### src/rtl/sdlc_rxf_pkg.sv
package sdlc_rxf_pkg;

    localparam logic [7:0] BCAST_ADDR = 8'hFF;
    localparam logic [7:0] CRC_FILL   = 8'hA5;
    localparam logic [7:0] TRAIL_BYTE = 8'h00;
    localparam int         PAD_LEN    = 3;

    typedef enum logic [1:0] {
        RXI_OFF     = 2'd0,
        RXI_FIRST   = 2'd1,
        RXI_ALL     = 2'd2,
        RXI_SPECIAL = 2'd3
    } rxi_mode_e;

    typedef enum logic [1:0] {
        FS_IDLE,
        FS_TAKE,
        FS_SKIP,
        FS_PAD
    } fstate_e;

    typedef struct packed {
        logic       valid;
        logic [7:0] data;
    } wbeat_t;

    function automatic logic addr_hit(input logic [7:0] b, input logic [7:0] stn);
        return (b == BCAST_ADDR) || (b == stn);
    endfunction

    function automatic logic [7:0] pad_byte(input logic [1:0] idx);
        return (idx == 2'd2) ? TRAIL_BYTE : CRC_FILL;
    endfunction

    function automatic logic rxchar_on_accept(input rxi_mode_e m);
        return (m == RXI_FIRST) || (m == RXI_ALL);
    endfunction

endpackage

### src/rtl/rxf_fifo.sv
module rxf_fifo
    import sdlc_rxf_pkg::*;
#(
    parameter int DEPTH = 64,
    parameter int CW    = $clog2(DEPTH + 1)
) (
    input  logic          clk,
    input  logic          rst,
    input  wbeat_t        wr,
    input  logic          pop,
    output logic [7:0]    head,
    output logic [CW-1:0] count
);
    localparam int AW = (DEPTH > 1) ? $clog2(DEPTH) : 1;

    logic [7:0]    mem [DEPTH];
    logic [AW-1:0] wptr, rptr;

    function automatic logic [AW-1:0] bump(input logic [AW-1:0] p);
        return (p == AW'(DEPTH - 1)) ? '0 : p + AW'(1);
    endfunction

    always_ff @(posedge clk) begin
        if (wr.valid) mem[wptr] <= wr.data;
    end

    always_ff @(posedge clk) begin
        if (rst) begin
            wptr  <= '0;
            rptr  <= '0;
            count <= '0;
        end else begin
            if (wr.valid) wptr <= bump(wptr);
            if (pop)      rptr <= bump(rptr);
            case ({wr.valid, pop})
                2'b10:   count <= count + CW'(1);
                2'b01:   count <= count - CW'(1);
                default: count <= count;
            endcase
        end
    end

    assign head = mem[rptr];

endmodule

### src/rtl/rxf_frame_ctl.sv
module rxf_frame_ctl
    import sdlc_rxf_pkg::*;
#(
    parameter int DEPTH = 64,
    parameter int CW    = $clog2(DEPTH + 1)
) (
    input  logic          clk,
    input  logic          rst,
    input  logic          in_valid,
    input  logic [7:0]    in_byte,
    input  logic          in_last,
    input  logic [7:0]    stn_addr,
    input  logic          hunting,
    input  logic [CW-1:0] count,
    output wbeat_t        wr,
    output logic          accept,
    output logic          frame_done
);
    localparam int PAYLOAD_MAX = DEPTH - PAD_LEN;

    fstate_e    st, st_d;
    logic [1:0] pad_idx, pad_d;
    logic       room, store_empty;

    assign room        = count < CW'(PAYLOAD_MAX);
    assign store_empty = (count == '0);

    always_comb begin
        st_d       = st;
        pad_d      = pad_idx;
        wr         = '0;
        accept     = 1'b0;
        frame_done = 1'b0;
        case (st)
            FS_IDLE: begin
                if (in_valid) begin
                    if (hunting && store_empty && addr_hit(in_byte, stn_addr)) begin
                        accept  = 1'b1;
                        wr      = '{valid: 1'b1, data: in_byte};
                        st_d    = in_last ? FS_PAD : FS_TAKE;
                        pad_d   = '0;
                    end else begin
                        st_d    = in_last ? FS_IDLE : FS_SKIP;
                    end
                end
            end
            FS_TAKE: begin
                if (in_valid) begin
                    wr = '{valid: room, data: in_byte};
                    if (in_last) begin
                        st_d  = FS_PAD;
                        pad_d = '0;
                    end
                end
            end
            FS_SKIP: begin
                if (in_valid && in_last) st_d = FS_IDLE;
            end
            FS_PAD: begin
                wr = '{valid: 1'b1, data: pad_byte(pad_idx)};
                if (pad_idx == 2'(PAD_LEN - 1)) begin
                    st_d       = FS_IDLE;
                    pad_d      = '0;
                    frame_done = 1'b1;
                end else begin
                    pad_d = pad_idx + 2'd1;
                end
            end
            default: st_d = FS_IDLE;
        endcase
    end

    always_ff @(posedge clk) begin
        if (rst) begin
            st      <= FS_IDLE;
            pad_idx <= '0;
        end else begin
            st      <= st_d;
            pad_idx <= pad_d;
        end
    end

endmodule

### src/rtl/sdlc_rx_filter.sv
module sdlc_rx_filter
    import sdlc_rxf_pkg::*;
#(
    parameter int DEPTH = 64
) (
    input  logic       clk,
    input  logic       rst,
    input  logic       hunt_cmd,
    input  logic [7:0] stn_addr,
    input  logic [1:0] rx_int_mode,
    input  logic       sync_evt_en,
    input  logic       abort_evt_en,
    input  logic       in_valid,
    input  logic [7:0] in_byte,
    input  logic       in_last,
    input  logic       rd_en,
    output logic [7:0] rd_data,
    output logic [7:0] rr0,
    output logic [7:0] rr1,
    output logic       ev_sync,
    output logic       ev_rxchar,
    output logic       ev_abort
);
    localparam int CW = $clog2(DEPTH + 1);

    rxi_mode_e     mode;
    wbeat_t        wr;
    logic          accept, frame_done;
    logic [CW-1:0] count, left, remain;
    logic [7:0]    head;
    logic          hunting, resident, avail, pop, rehunt;

    assign mode   = rxi_mode_e'(rx_int_mode);
    assign avail  = resident && (count != '0);
    assign pop    = rd_en && avail;
    assign left   = count - CW'(1);
    assign rehunt = pop && (left == CW'(1));
    assign remain = resident ? count : '0;

    rxf_frame_ctl #(.DEPTH(DEPTH), .CW(CW)) u_ctl (
        .clk        (clk),
        .rst        (rst),
        .in_valid   (in_valid),
        .in_byte    (in_byte),
        .in_last    (in_last),
        .stn_addr   (stn_addr),
        .hunting    (hunting),
        .count      (count),
        .wr         (wr),
        .accept     (accept),
        .frame_done (frame_done)
    );

    rxf_fifo #(.DEPTH(DEPTH), .CW(CW)) u_store (
        .clk   (clk),
        .rst   (rst),
        .wr    (wr),
        .pop   (pop),
        .head  (head),
        .count (count)
    );

    always_ff @(posedge clk) begin
        if (rst) begin
            hunting   <= 1'b0;
            resident  <= 1'b0;
            ev_sync   <= 1'b0;
            ev_rxchar <= 1'b0;
            ev_abort  <= 1'b0;
        end else begin
            if (hunt_cmd || rehunt) hunting <= 1'b1;
            else if (accept)        hunting <= 1'b0;

            if (frame_done)                     resident <= 1'b1;
            else if (pop && (left == '0))       resident <= 1'b0;

            ev_sync   <= accept && sync_evt_en;
            ev_rxchar <= (accept && rxchar_on_accept(mode))
                       || (pop && (left != '0) && (mode == RXI_ALL));
            ev_abort  <= rehunt && abort_evt_en;
        end
    end

    assign rd_data = avail ? head : 8'h00;
    assign rr0     = {(remain <= CW'(2)), 2'b00, hunting, 3'b000, avail};
    assign rr1     = {(remain == CW'(1)), 3'b000, 4'b0111};

endmodule

### config.mk
export PLATFORM = sky130hd
export DESIGN_NAME = sdlc_rx_filter
export DESIGN_NICKNAME = d
export VERILOG_FILES = /design/src/rtl/sdlc_rxf_pkg.sv /design/src/rtl/rxf_fifo.sv /design/src/rtl/rxf_frame_ctl.sv /design/src/rtl/sdlc_rx_filter.sv
export SDC_FILE = /design/constraint.sdc
export NUM_CORES = 1
export LEC_CHECK = 0
export ABC_CLOCK_PERIOD_IN_PS = 4820
export BUFFER_PORTS_ARGS = -buffer_cell sky130_fd_sc_hd__buf_2
export CORE_MARGIN = 3
export CORE_UTILIZATION = 55
export DETAILED_ROUTE_END_ITERATION = 6
export GPL_TIMING_DRIVEN = 0
export PLACE_DENSITY = 0.71
export SYNTH_ARGS = -nofsm -noshare
export SYNTH_HDL_FRONTEND = slang
export SYNTH_HIERARCHICAL = 1
export SYNTH_SLANG_ARGS = --single-unit
### constraint.sdc
create_clock -name clk -period 4.82 [get_ports clk]
set_input_delay 0.723 -clock clk [delete_from_list [all_inputs] [get_ports clk]]
set_output_delay 0.723 -clock clk [all_outputs]
set_load 0.02 [all_outputs]
==> results.sh, run 1 <==
export IMPL_status="finished, violations left"
export IMPL_violations="DRC"
export IMPL_cts_htree_levels=2
export IMPL_synth_edf_count=512
export IMPL_diodes=0
export IMPL_internal_power_uw=7360
export IMPL_die_h_um=206
export IMPL_hold_viol=0
export IMPL_area_growth_pct=12.7
export IMPL_drive_gt1_share_pct=24.0
export IMPL_clock_sinks=546
export IMPL_fmax_mhz=214
export IMPL_via_count=11800
export IMPL_drt_iter0_drc=1464
export IMPL_synth_top_cell_area_share_pct=69.7
export IMPL_multi_input_area_um2=5640
export IMPL_grt_max_degree=41
export IMPL_cts_tree="done"
export IMPL_place_hpwl_um=34900
export IMPL_comb_power_share_pct=0.7
export IMPL_synth_area_leaders="edfxtp_1 (70%), mux4_2 (13%), dfxtp_1 (3.1%)"
export IMPL_antenna_found_initial=1
export IMPL_power_density_nw_per_um2=365
export IMPL_yosys_warnings=6
export IMPL_p_total_uw=9070
export IMPL_ys_seq_area_share_pct=72.8
export IMPL_worst_ep_required_time_ns=4.10
export IMPL_leakage_uw=0.00785
export IMPL_grt_pass1_wl_um=77000
export IMPL_pwr_share_clk_pct=42.9
export IMPL_io_buffers=40
export IMPL_cts_setup_buffers=0
export IMPL_drc=1
export IMPL_start_util_pct=56.4
export IMPL_grt_usage_pct=25.2
export IMPL_detail_route_first_pass_iterations=7
export IMPL_fp_row_count=72
export IMPL_min_period_ns=4.68
export IMPL_cts_root_buf="clkbuf_16"
export IMPL_fillers=2711
export IMPL_min_path_type="input pin to register"
export IMPL_cts_hold_buf=0
export IMPL_cts_resized=0
export IMPL_crit_type="register to primary output"
export IMPL_vias_per_cell=6.32
export IMPL_rsz0062_at_grt="false"
export IMPL_routed_wl_um=51800
export IMPL_ys_ff_latch=546
export IMPL_worst_endpoint_arrival_ns=3.96
export IMPL_crit_family="buffers and inverters"
export IMPL_synth_avg_cell_area_um2=18.5
export IMPL_synthCells=1194
export IMPL_relSlewSlack_pct=8.43
export IMPL_cts_buffer_depth=3
export IMPL_first_global_vias=11700
export IMPL_yosysTopAreaCell="edfxtp_1"
export IMPL_maxSlewViolCount=0
export IMPL_end_kind="primary output"
export IMPL_switchingPower_uw=1710
export IMPL_nNetsFinal=1342
export IMPL_period_share_pct=97.2
export IMPL_die_x_um=206
export IMPL_ir_drop_mv=0.287
export IMPL_coreArea_um2=39100
export IMPL_synthesis_area_um2=22100
export IMPL_tightest_slew_ns=1.36
export IMPL_cts_buffers=52
export IMPL_netlist_top_cells_count="edfxtp_1 (512), mux4_2 (127), nor2_1 (101)"
export IMPL_synth_most_common_cell="edfxtp_1"
export IMPL_antenna_left=0
export IMPL_dieArea_um2=42600
export IMPL_critPathBufInv=3
export IMPL_place_congestion=0.941
export IMPL_clock_skew_ns=0.0143
export IMPL_p_sw_share_pct=18.9
export IMPL_whs_ns=0.341
export IMPL_ioPinCount=53
export IMPL_drv_cap=0
export IMPL_synthArstFlopShare_pct=0
export IMPL_path_cells="buf_2 -> clkbuf_1 -> nand2_1 -> o22ai_1 -> nor2_1 -> a21oi_1 -> o22ai_1 -> and3_1 -> buf_2"
export IMPL_setup_tns_ns=0
export IMPL_overflow=0
export IMPL_setup_viol=0
export IMPL_ys_flop_type="edfxtp_1"
export IMPL_clk_pin_slew_ns=0.06
export IMPL_seq_area_um2=16100
export IMPL_cp_max_fo=10
export IMPL_wire_per_inst_um=27.7
export IMPL_slowest_delay_ns=0.77
export IMPL_synth_cell_type_count=71
export IMPL_cp_slowest_cell="clkbuf_1"
export IMPL_worst_skew_pair_late_latency_ns=0.60
export IMPL_cp_start_kind="register"
export IMPL_p_seq_share_pct=56.3
power by group through the flow:
stage                     registers, uW  clock network [uW]  logic [uW]
after floorplan                    5210                   0        39.7
after global placement             5210                   0        60.7
after detailed placement           5210                   0        66.0
after CTS                          5110                3970        66.4
after global routing               5100                4160        73.4
final                              5110                3890        67.3
worst paths after layout:
path                                       start               end  slack [ns]  cells after the start
worst max-delay path                    register        rd_data[2]        0.14                      9
worst min-delay path                abort_evt_en          ev_abort        0.34                      2
worst max register to register  u_store/count[3]  u_store/count[6]        0.80                     12
worst min register to register   u_store/rptr[5]          register        0.50                      2
state kept, by name (all words and copies together) (netlist names), named ones only:
name           cells
ev_sync            1
resident           1
ev_abort           1
u_ctl/st           2
u_store/rptr       6
u_store/count      7
hunting            1
u_ctl/pad_idx      2
ev_rxchar          1
u_store/mem      512
u_store/wptr       6
cell usage in the layout, fill, tap and decap left out, drive strengths merged, types with 13 or more instances in the layout:
master and n:
mux2i 13, clkinv 22, dfxtp 34, clkbuf 94, o22ai 25, nor2 101
a21oi 22, buf 104, xor2 14, a22oi 13, mux4 131, o21ai 17
nand3 20, edfxtp 512, nand2 42, nor3 16, nand2b 17
layer usage:
layer	track usage (%)	part of all wire [%]	vias to the layer above
li1	-	-	5021
met1	35.8	40	6084
met4	7.85	3.1	2
met2	39.2	47	587
met5	0	0.025	-
met3	6.57	9.6	116
cell families after synthesis:
| group | share of synthesized area (%) |
|---|---|
| adder cells (fa/ha/maj) | 0.340 |
| AO/OA/AOI/OAI | 3.35 |
| AND/OR/NAND/NOR | 6.20 |
| flip-flops | 72.8 |
| other | 0.0340 |
| XOR/XNOR | 0.754 |
| multiplexers | 14.4 |
| buffers and inverters | 2.17 |
worst reg2reg max path, cell delays in order, from the launching register on:
cell and delay, ns:
dfxtp_1 0.41, or4_4 0.60, or4_4 0.43, buf_6 0.16, and3_1 0.32, ha_1 0.30, clkbuf_1 0.25, xor2_1 0.20
ha_1 0.21, or4b_1 0.44, a221oi_1 0.34, xnor2_1 0.16, nor2_1 0.05
stage by stage:
stage | instance area [um^2] | setup WS [ns] | utilization, % | std cells
6_report | 24900 | 0.137 | 63.6 | 1868
5_1_grt | 24900 | 0.0849 | 63.6 | 1868
4_1_cts | 24900 | 0.150 | 63.6 | 1868
3_5_place_dp | 23300 | 0.602 | 59.5 | 1774
3_3_place_gp | 23000 | -1.13 | 58.7 | 1762
2_1_floorplan | 22100 | 1.14 | - | 1204
layout make-up:
| type | count | share of cell area [%] |
|---|---|---|
| Sequential cell | 546 | 64.5 |
| Clock inverter | 29 | 0.981 |
| Inverter | 9 | 0.136 |
| Multi-Input combinational cell | 568 | 22.7 |
| Tap cell | 518 | 2.61 |
| Buffer | 81 | 1.79 |
| Timing Repair Buffer | 52 | 1.74 |
| Clock buffer | 65 | 5.51 |
No activity file was read; power rests on OpenSTA's default activity.
==> inputs of run 2 (changes only) <==
--- a/constraint.sdc
+++ b/constraint.sdc
@@ -3,2 +3,2 @@
 set_output_delay 0.723 -clock clk [all_outputs]
-set_load 0.02 [all_outputs]
+set_load 0.1 [all_outputs]
==> run 2 against run 1 <==
  * The run still ends with DRC left
  * Cell area barely moved
  * Die area did not move
  * Critical endpoint is now rd_data[6]
  * Via count rose by 0.38%
  * Worst hold slack barely moved
  * Power rose by 0.45%
  * Clock skew rose by 0.0014 ns
  * Flip-flop and latch count did not move
  * Cell count did not move
  * Clock power barely moved
  * Wire length rose by 0.27%
  * Utilization barely moved
==> results.sh, run 2 (same netlist as run 1, synthesis figures left out) <==
export IMPL_wire_per_inst_um=27.8
export IMPL_cts_root_buf="clkbuf_16"
export IMPL_cts_buffer_depth=3
export IMPL_crit_type="register to primary output"
export IMPL_slowest_delay_ns=0.46
export IMPL_hold_viol=0
export IMPL_finalWorstSetupSlack_ns=0.102
export IMPL_status="finished, violations left"
export IMPL_ioPinCount=53
export IMPL_min_path_cells=2
export IMPL_fp_row_count=72
export IMPL_timing_critical_path_mode_cell="buf_2"
export IMPL_setup_viol=0
export IMPL_vias_per_cell=6.35
export IMPL_r2r_setup_slack_ns=0.80
export IMPL_antenna_left=0
export IMPL_worst_endpoint_arrival_ns=4.00
export IMPL_relSlewSlack_pct=7.71
export IMPL_final_cell_mix="edfxtp_1 (512), mux4_2 (127), nor2_1 (101), buf_2 (68), clkbuf_16 (53)"
export IMPL_start_util_pct=56.4
export IMPL_power_density_nw_per_um2=366
export IMPL_setup_tns_ns=0
export IMPL_largestRegisters="u_store/mem (512), u_store/count (7)"
export IMPL_seq_area_um2=16100
export IMPL_drive_gt1_share_pct=24.1
export IMPL_die_h_um=206
export IMPL_crit_family="buffers and inverters"
export IMPL_pwr_share_clk_pct=42.8
export IMPL_multi_input_area_um2=5640
export IMPL_switchingPower_uw=1750
export IMPL_internal_power_uw=7360
export IMPL_largest_reg_flops=512
export IMPL_clock_skew_ns=0.0157
export IMPL_p_sw_share_pct=19.2
export IMPL_critPathBufInv=6
export IMPL_use_met3_pct=6.57
export IMPL_first_global_vias=11700
export IMPL_path_cells="buf_2 -> buf_4 -> buf_2 -> buf_2 -> buf_2 -> mux2i_1 -> mux2i_1 -> o21ai_1 -> nand2_1 -> and3_1 -> buf_2"
export IMPL_regMostFlops="u_store/mem"
export IMPL_rr_worst_depth=12
export IMPL_clock_sinks=546
export IMPL_grt_pass1_wl_um=77000
export IMPL_grt_usage_pct=25.2
export IMPL_grt_busiest_layer="met2"
export IMPL_antenna_found_initial=1
export IMPL_drv_cap=0
export IMPL_io_buffers=40
export IMPL_worst_ep_required_time_ns=4.10
export IMPL_met1_usage_pct=35.8
export IMPL_end_kind="primary output"
export IMPL_overflow=0
export IMPL_met2_usage_pct=39.2
export IMPL_area_growth_pct=12.7
export IMPL_place_congestion=0.941
export IMPL_maxSlewViolCount=0
export IMPL_clk_pin_slew_ns=0.06
export IMPL_grt_max_degree=41
export IMPL_cp_slowest_cell="buf_2"
export IMPL_violations="DRC"
export IMPL_nNetsFinal=1342
export IMPL_min_path_type="input pin to register"
export IMPL_cts_buffers=52
export IMPL_place_hpwl_um=34900
export IMPL_leakage_uw=0.00785
export IMPL_cp_start_kind="register"
export IMPL_dieArea_um2=42600
export IMPL_dp_slack_ns=0.602
export IMPL_layout_commonest_cell="edfxtp_1"
export IMPL_fmax_mhz=212
export IMPL_detail_route_first_pass_iterations=7
export IMPL_ir_drop_mv=0.288
export IMPL_worst_skew_pair_late_latency_ns=0.60
export IMPL_fillers=2712
export IMPL_via_count=11900
export IMPL_diodes=0
export IMPL_p_seq_share_pct=56.1
export IMPL_rsz0062_at_grt="false"
export IMPL_comb_power_share_pct=1.1
export IMPL_coreArea_um2=39100
export IMPL_drt_iter0_drc=1513
export IMPL_drc=1
export IMPL_die_x_um=206
export IMPL_cts_htree_levels=2
export IMPL_min_period_ns=4.72
export IMPL_cts_tree="done"
export IMPL_path_depth=11
export IMPL_cp_max_fo=10
export IMPL_routed_wl_um=52000
export IMPL_tightest_slew_ns=1.37
export IMPL_period_share_pct=97.9
[run 2: cell counts in the layout (fill, tap and decap cells not counted)]
Identical to the previous run, type by type.
[run 2: final timing paths]
| kind | start | to |
|---|---|---|
| worst max register to register | u_store/count[3] | u_store/count[6] |
| worst min-delay path | abort_evt_en | ev_abort |
| worst max-delay path | register | rd_data[6] |
| worst min register to register | u_store/rptr[5] | register |
[run 2: routing by layer]
layer / part of all wire [%] / routed length [um]
met2: 47 / 24700
met1: 39 / 20200
met4: 3.1 / 1600
met3: 11 / 5490
met5: 0.025 / 13
[run 2: power by group through the flow]
stage / Sequential [uW] / Combinational (uW) / Clock, uW
detailed placement: 5210 / 102 / 0
CTS: 5110 / 102 / 3970
floorplan: 5210 / 75.7 / 0
global route: 5100 / 109 / 4160
finish: 5110 / 103 / 3900
global placement: 5210 / 96.8 / 0
[run 2: metrics by stage]
step / utilization (%) / instance area, um^2 / hold WS, ns / std cells / total power (uW)
global route: 63.6 / 24900 / 0.335 / 1868 / 9380
detailed placement: 59.5 / 23300 / 0.495 / 1774 / 5310
finish: 63.6 / 24900 / 0.340 / 1868 / 9110
floorplan: - / 22100 / 0.454 / 1204 / 5280
global placement: 58.7 / 23000 / 0.482 / 1762 / 5310
CTS: 63.6 / 24900 / 0.313 / 1868 / 9180
[run 2: what timing repair did]
item                                    in CTS  in global routing
resized for setup                            0                  6
hold buffers                                 0                  0
setup buffers                                0                  0
endpoints found under the setup margin       0                  5
[run 2: area by class of cell]
class / instances / share of cell area [%]
Inverter: 9 / 0.136
Timing Repair Buffer: 52 / 1.74
Multi-Input combinational cell: 568 / 22.7
Sequential cell: 546 / 64.5
Buffer: 81 / 1.80
Clock inverter: 29 / 0.981
Tap cell: 518 / 2.61
Clock buffer: 65 / 5.51
